==> config.mk <==
export PLATFORM = sky130hd
export DESIGN_NAME = bcd_chain_adder
export DESIGN_NICKNAME = d
export VERILOG_FILES = /design/src/rtl/bcd_chain_pkg.sv /design/src/rtl/bcd_chain_ctrl.sv /design/src/rtl/bcd_chain_datapath.sv /design/src/rtl/bcd_chain_adder.sv
export SDC_FILE = /design/constraint.sdc
export NUM_CORES = 1
export LEC_CHECK = 0
export CAP_MARGIN = 0
export CELL_PAD_IN_SITES_DETAIL_PLACEMENT = 1
export CELL_PAD_IN_SITES_GLOBAL_PLACEMENT = 1
export CORE_MARGIN = 3
export CORE_UTILIZATION = 34
export CTS_BUF_LIST = sky130_fd_sc_hd__clkbuf_8
export CTS_CLUSTER_SIZE = 16
export DETAILED_ROUTE_END_ITERATION = 8
export GPL_TIMING_DRIVEN = 0
export PLACE_DENSITY = 0.91
export SYNTH_ARGS = -nofsm -noshare
export SYNTH_HDL_FRONTEND = slang
export SYNTH_SLANG_ARGS = --single-unit
==> constraint.sdc <==
create_clock -name clk -period 7.7 [get_ports clk]
set_clock_uncertainty 0.1 [all_clocks]
set_input_delay 1.54 -clock clk [delete_from_list [all_inputs] [get_ports clk]]
set_output_delay 1.54 -clock clk [all_outputs]
set_load 0.03 [all_outputs]
==> src/rtl/bcd_chain_pkg.sv <==
package bcd_chain_pkg;

  typedef enum logic [1:0] {
    ST_IDLE = 2'd0,
    ST_READ = 2'd1,
    ST_ADD  = 2'd2,
    ST_FIN  = 2'd3
  } chainState_t;

  typedef struct packed {
    logic load;   // preset flags and pointers
    logic rdEn;   // operand fetch this cycle
    logic wrEn;   // fetched data is summed and stored this cycle
    logic done;   // completion pulse
  } chainCtl_t;

endpackage

==> src/rtl/bcd_chain_ctrl.sv <==
module bcd_chain_ctrl
  import bcd_chain_pkg::*;
#(
  parameter int CNT_W = 8
) (
  input  logic             clk,
  input  logic             rstN,
  input  logic             start,
  input  logic [CNT_W-1:0] byteCount,
  output chainCtl_t        ctl,
  output logic             busy
);

  chainState_t       state;
  chainState_t       stateNext;
  logic [CNT_W-1:0]  remaining;
  logic              accept;

  assign accept = start && (state == ST_IDLE);

  always_comb begin
    stateNext = state;
    unique case (state)
      ST_IDLE: if (accept) stateNext = (byteCount == '0) ? ST_FIN : ST_READ;
      ST_READ: stateNext = ST_ADD;
      ST_ADD:  stateNext = (remaining == CNT_W'(1)) ? ST_FIN : ST_READ;
      ST_FIN:  stateNext = ST_IDLE;
      default: stateNext = ST_IDLE;
    endcase
  end

  always_ff @(posedge clk) begin
    if (!rstN) begin
      state     <= ST_IDLE;
      remaining <= '0;
    end else begin
      state <= stateNext;
      if (accept)
        remaining <= byteCount;
      else if (state == ST_ADD)
        remaining <= remaining - CNT_W'(1);
    end
  end

  always_comb begin
    ctl.load = accept;
    ctl.rdEn = (state == ST_READ);
    ctl.wrEn = (state == ST_ADD);
    ctl.done = (state == ST_FIN);
  end

  assign busy = (state != ST_IDLE);

  // completion is a single-cycle pulse
  a_r5_done_pulse: assert property (@(posedge clk) disable iff (!rstN)
    ctl.done |=> !ctl.done);

  // empty chain finishes in the next cycle
  a_r6_empty_done: assert property (@(posedge clk) disable iff (!rstN)
    (start && !busy && byteCount == '0) |=> (ctl.done && !ctl.rdEn && !ctl.wrEn));

  // a start while running does not reload the counter
  a_r7_busy_ignore: assert property (@(posedge clk) disable iff (!rstN)
    (start && busy && state == ST_READ) |=> (remaining == $past(remaining)));

endmodule

==> src/rtl/bcd_chain_datapath.sv <==
module bcd_chain_datapath
  import bcd_chain_pkg::*;
#(
  parameter int ADDR_W = 8,
  parameter int DIGITS = 2,
  localparam int DATA_W = 4 * DIGITS
) (
  input  logic              clk,
  input  logic              rstN,
  input  chainCtl_t         ctl,
  input  logic [ADDR_W-1:0] srcEnd,
  input  logic [ADDR_W-1:0] dstEnd,
  input  logic [DATA_W-1:0] srcData,
  input  logic [DATA_W-1:0] dstData,
  output logic [ADDR_W-1:0] srcAddr,
  output logic [ADDR_W-1:0] dstAddr,
  output logic [DATA_W-1:0] sumByte,
  output logic              flagX,
  output logic              flagC,
  output logic              flagZ
);

  logic [ADDR_W-1:0] srcPtr;
  logic [ADDR_W-1:0] dstPtr;
  logic [DIGITS:0]   digitCarry;

  assign digitCarry[0] = flagX;

  for (genvar g = 0; g < DIGITS; g++) begin : gDigit
    logic [4:0] rawSum;
    logic       adjust;
    assign rawSum = {1'b0, srcData[4*g +: 4]} + {1'b0, dstData[4*g +: 4]}
                  + {4'd0, digitCarry[g]};
    assign adjust = (rawSum > 5'd9);
    assign sumByte[4*g +: 4] = rawSum[3:0] + (adjust ? 4'd6 : 4'd0);
    assign digitCarry[g+1]   = adjust;
  end

  always_ff @(posedge clk) begin
    if (!rstN) begin
      srcPtr <= '0;
      dstPtr <= '0;
      flagX  <= 1'b0;
      flagC  <= 1'b0;
      flagZ  <= 1'b0;
    end else if (ctl.load) begin
      srcPtr <= srcEnd - ADDR_W'(1);
      dstPtr <= dstEnd - ADDR_W'(1);
      flagX  <= 1'b0;
      flagC  <= 1'b0;
      flagZ  <= 1'b1;
    end else if (ctl.wrEn) begin
      srcPtr <= srcPtr - ADDR_W'(1);
      dstPtr <= dstPtr - ADDR_W'(1);
      flagX  <= digitCarry[DIGITS];
      flagC  <= digitCarry[DIGITS];
      if (sumByte != '0) flagZ <= 1'b0;
    end
  end

  assign srcAddr = srcPtr;
  assign dstAddr = dstPtr;

  // a write is always preceded by the fetch of its operands
  a_r1_write_after_read: assert property (@(posedge clk) disable iff (!rstN)
    ctl.wrEn |-> $past(ctl.rdEn));

  // zero flag can only be raised by a preset
  a_r4_zero_sticky: assert property (@(posedge clk) disable iff (!rstN)
    $rose(flagZ) |-> $past(ctl.load));

  // flags frozen outside preset and add steps
  a_r5_flags_hold: assert property (@(posedge clk) disable iff (!rstN)
    (!ctl.load && !ctl.wrEn) |=> $stable({flagX, flagC, flagZ}));

  // addresses move only on a step or a preset
  a_r1_addr_hold: assert property (@(posedge clk) disable iff (!rstN)
    (!ctl.load && !ctl.wrEn && !ctl.done) |=> $stable({srcPtr, dstPtr}));

endmodule

==> src/rtl/bcd_chain_adder.sv <==
module bcd_chain_adder
  import bcd_chain_pkg::*;
#(
  parameter int ADDR_W = 8,
  parameter int CNT_W  = 8,
  parameter int DIGITS = 2,
  localparam int DATA_W = 4 * DIGITS
) (
  input  logic              clk,
  input  logic              rstN,
  input  logic              start,
  input  logic [CNT_W-1:0]  byteCount,
  input  logic [ADDR_W-1:0] srcEnd,
  input  logic [ADDR_W-1:0] dstEnd,
  output logic              rdEn,
  output logic [ADDR_W-1:0] srcAddr,
  output logic [ADDR_W-1:0] dstAddr,
  input  logic [DATA_W-1:0] srcData,
  input  logic [DATA_W-1:0] dstData,
  output logic              wrEn,
  output logic [DATA_W-1:0] wrData,
  output logic              busy,
  output logic              done,
  output logic              flagX,
  output logic              flagC,
  output logic              flagZ
);

  chainCtl_t ctl;

  bcd_chain_ctrl #(.CNT_W(CNT_W)) u_ctrl (
    .clk      (clk),
    .rstN     (rstN),
    .start    (start),
    .byteCount(byteCount),
    .ctl      (ctl),
    .busy     (busy)
  );

  bcd_chain_datapath #(.ADDR_W(ADDR_W), .DIGITS(DIGITS)) u_dp (
    .clk    (clk),
    .rstN   (rstN),
    .ctl    (ctl),
    .srcEnd (srcEnd),
    .dstEnd (dstEnd),
    .srcData(srcData),
    .dstData(dstData),
    .srcAddr(srcAddr),
    .dstAddr(dstAddr),
    .sumByte(wrData),
    .flagX  (flagX),
    .flagC  (flagC),
    .flagZ  (flagZ)
  );

  assign rdEn = ctl.rdEn;
  assign wrEn = ctl.wrEn;
  assign done = ctl.done;

endmodule

==> metrics.md <==
| Metric | Value |
|---|---|
| Status | completed |
| Post-synth EDFFs | 0 |
| Vias in the first global route | 2,747 |
| Post-synthesis simple-gate area fraction | 0.2646 |
| DIE AREA | 0.007617 sq mm |
| Fmax | about 130 MHz |
| Slew Viols, Final | 0 |
| Height of the die | 87.28 um |
| CP Cell Sequence | clkdlybuf4s50_1 > ha_1 > a21oi_1 > and2_1 > xnor2_1 > a221oi_4 > fa_2 > inv_1 > fa_2 > xnor2_4 > nor2b_2 > nor3_2 > nand2b_4 > ha_1 > inv_1 > fa_2 > nor2b_1 > o22ai_1 > nand2_1 > buf_6 |
| Highest-delay cell along the critical path | clkdlybuf4s50_1 |
| Largest net degree at the start of global routing | 16 |
| Final nets | about 420 |
| Core area | 0.006166 sq mm |
| PD cells | 214.8 mW/mm^2 |
| Chip Width | 87.28 um |
| Area grow syn2layout | 46.18% |
| Via-to-Cell Ratio | ~5.7 |
| Wire per inst | between 15 and 20 um |
| GRT overflow | 0 |
| Synth area leader | dfxtp_1 |
| Initial Util | 0.3642 |
| Max rail drop VDD | 0.1052 mV |
| Clk_lat worst skew | 0.29 ns |
| Most frequent cells in the layout | clkdlybuf4s50_1 (68), dfxtp_1 (28), nor2_1 (24) |
| Row cnt | 28 |
| Routed Antenna Nets | 0 |
| Vias | 2,469 |
| Leak | 1.281 nW |
| Yosys cell types | 55 |
| Placed cells | 415 |
| CTS H-tree depth | 1 |
| Final Total Pwr | 0.7054 mW |
| Total Routing Usage GR | 0.2177 |
| R2r setup slk | about 2.4 ns |
| Non-filler instance count after layout | 431 |
| Slew of the pin with the lowest slew margin | approximately 0.6 ns |
| Largest family of logic cells by synthesized area | simple AND/OR/NAND/NOR gates |
| Post-Synthesis Cell Area | 0.002246 sq mm |
| Most used cell, CP | fa_2 |
| Routability-driven placement congestion ratio | 0.8526 |
| WP data required | 6.06 ns |
| CTS buffer count | 3 |
| Post-synthesis compound-gate area fraction | 0.2134 |
| Top FF cell, synth | dfxtp_1 |
| Max Cap Viol | 0 |
| Mux contribution to synthesized area | 0.02674 |
| Largest cells by area after synthesis | dfxtp_1 (25%), ha_1 (6.7%), fa_1 (5.3%), xnor2_1 (5.1%), nor2_1 (4.0%) |
| Final-report hold violation count | 0 |
| Initial antenna violation count | 0 |
| Max stage delay on crit path | 0.40 ns |
| HPWL after detailed placement | 6028 um |
| Post-Synth XOR/XNOR Area | 0.07409 |
| Count of final setup violators | 0 |
| Ports | 74 |
| Syn avg cell area | 8.380 sq um |
| Commonest non-fill, non-tap cell in the layout | clkdlybuf4s50_1 |
| Top-area cell type share of the netlist area | 0.2496 |
| Port bufs | around 70 |
| Crit Path Class | input port to primary output |
| CP Launch Type | input port |
| TritonCTS clock tree | yes |
| Syn nets | 329 |
| Slew HR | 0.6034 |
| Critical-path maximum fanout | 4 |
| DRC Markers | 0 |
| Async S/R FF share, synth | 0 |
| HP Class | flop to flop |
| Clk slew on worst S/H paths | 0.11 ns |
| First-pass GRT wire length | 13,180 um |
| Setup crit end kind | primary output |
| Routed wire length | 8143 um |
| Synth Area in Adders | 0.1203 |
| DRT Pass-1 Iters | 4 |
| Clock buffer depth | 2 |
| Clock Tree Root | clkbuf_8 |
| Hold slack | 0.4244 ns |
| Yosys reg bits | 28 |
| Antenna Cells | 0 |
| Min Tclk post-route | around 7.5 ns |
| Sink Count | 28 |
| Share of layout cells above drive strength 1 | 0.1264 |
| Syn. warnings | 0 |
| Data arrival time of the worst path | between 5 and 6 ns |
| Core Util, Final | 0.5325 |
| Register area share after synthesis | 0.2496 |
| Iter 0 DRT Violations | 81 |
| Post-Synthesis Cells | between 200 and 300 |
| Tcrit/Tclk final | 0.9722 |
==> per-layer routing <==
metal | vias up | global-route usage | share of wire
li1 | 1174 | - | -
met1 | 1209 | 0.2384 | 0.40
met2 | 68 | 0.4151 | 0.53
met3 | 18 | 0.03690 | 0.047
met4 | 0 | 0.07531 | 0.025
met5 | - | 0 | 0
==> stage by stage <==
| step | setup slack [ns] | instance area (sq um) | setup TNS (ns) |
|---|---|---|---|
| finish | 0.2139 | 3283 | 0 |
| global route | -0.02835 | 3283 | -0.02835 |
| CTS | 0.02466 | 3258 | 0 |
| detailed placement | -0.7758 | 3060 | -1.664 |
| global placement | -0.5943 | 3060 | -1.022 |
| floorplan | 0.5423 | 2246 | 0 |
==> what timing repair did <==
| item | CTS | global route |
|---|---|---|
| endpoints found under the hold margin | 0 | 0 |
| gates resized for setup | 24 | 2 |
| setup endpoints to repair | 3 | 2 |
| hold buffers | 0 | 0 |
| setup buffers | 10 | 2 |
| pin swaps | 11 | 8 |
==> registers in the layout (all words and copies together), names as in the netlist <==
name and count:
u_dp.flagZ 1, u_ctrl.state 2, u_dp.dstAddr 8, u_dp.flagX 1, u_dp.srcAddr 8, u_ctrl.remaining 8
==> critical path, delay by kind of cell <==
kind / cells / cell delay (ns)
compound gates: 3 / 0.85
xor+xnor: 2 / 0.27
fa+ha+maj: 5 / 1.54
buf+inv: 4 / 0.66
simple gates: 6 / 0.95
==> area by class of cell <==
type / count / area [sq um]
Buffer: 13 / 70.07
Clock buffer: 4 / 55.05
Multi-Input combinational cell: 215 / 1644
Timing Repair Buffer: 84 / 814.5
Inverter: 12 / 45.04
Tap cell: 75 / 93.84
Fill cell: 753 / 2883
Sequential cell: 28 / 560.5
==> report_power, final <==
part | internal [mW] | switching, mW
clock network | 0.0461 | 0.0527
registers | 0.165 | 0.0244
logic | 0.191 | 0.226
total | 0.403 | 0.303
==> cells by family after synthesis <==
logic type | Yosys count
and+or+nand+nor | 105
AOI/OAI and AO/OA | 67
DFF | 28
buffers and inverters | 25
xor gates and xnor gates | 19
adders and majority gates | 18
muxes | 6
==> synth_stat cells, drive strengths merged (4+ instances only) <==
cell and n:
xnor2 13, dfxtp 28, or4 7, nor4 7, o21a 4, nor2b 5, nor3 10, xor2 6
buf 8, ha 12, nand3 7, mux2i 6, nor2 24, or3 8, clkbuf 5, o311ai 4
a21oi 12, inv 12, fa 6, a211oi 8, nand2 15, o22ai 4, o21ai 7
==> final timing paths <==
path / start / depth (start not counted) / end
worst max register to register: u_dp.flagX / 19 / u_dp.flagZ
worst min register to register: u_ctrl.remaining[3] / 2 / u_ctrl.remaining[3]
worst max-delay path: srcData[2] / 20 / wrData[7]
worst min-delay path: u_ctrl.remaining[3] / 2 / u_ctrl.remaining[3]
Note: power is estimated with default switching activity, not from simulation.
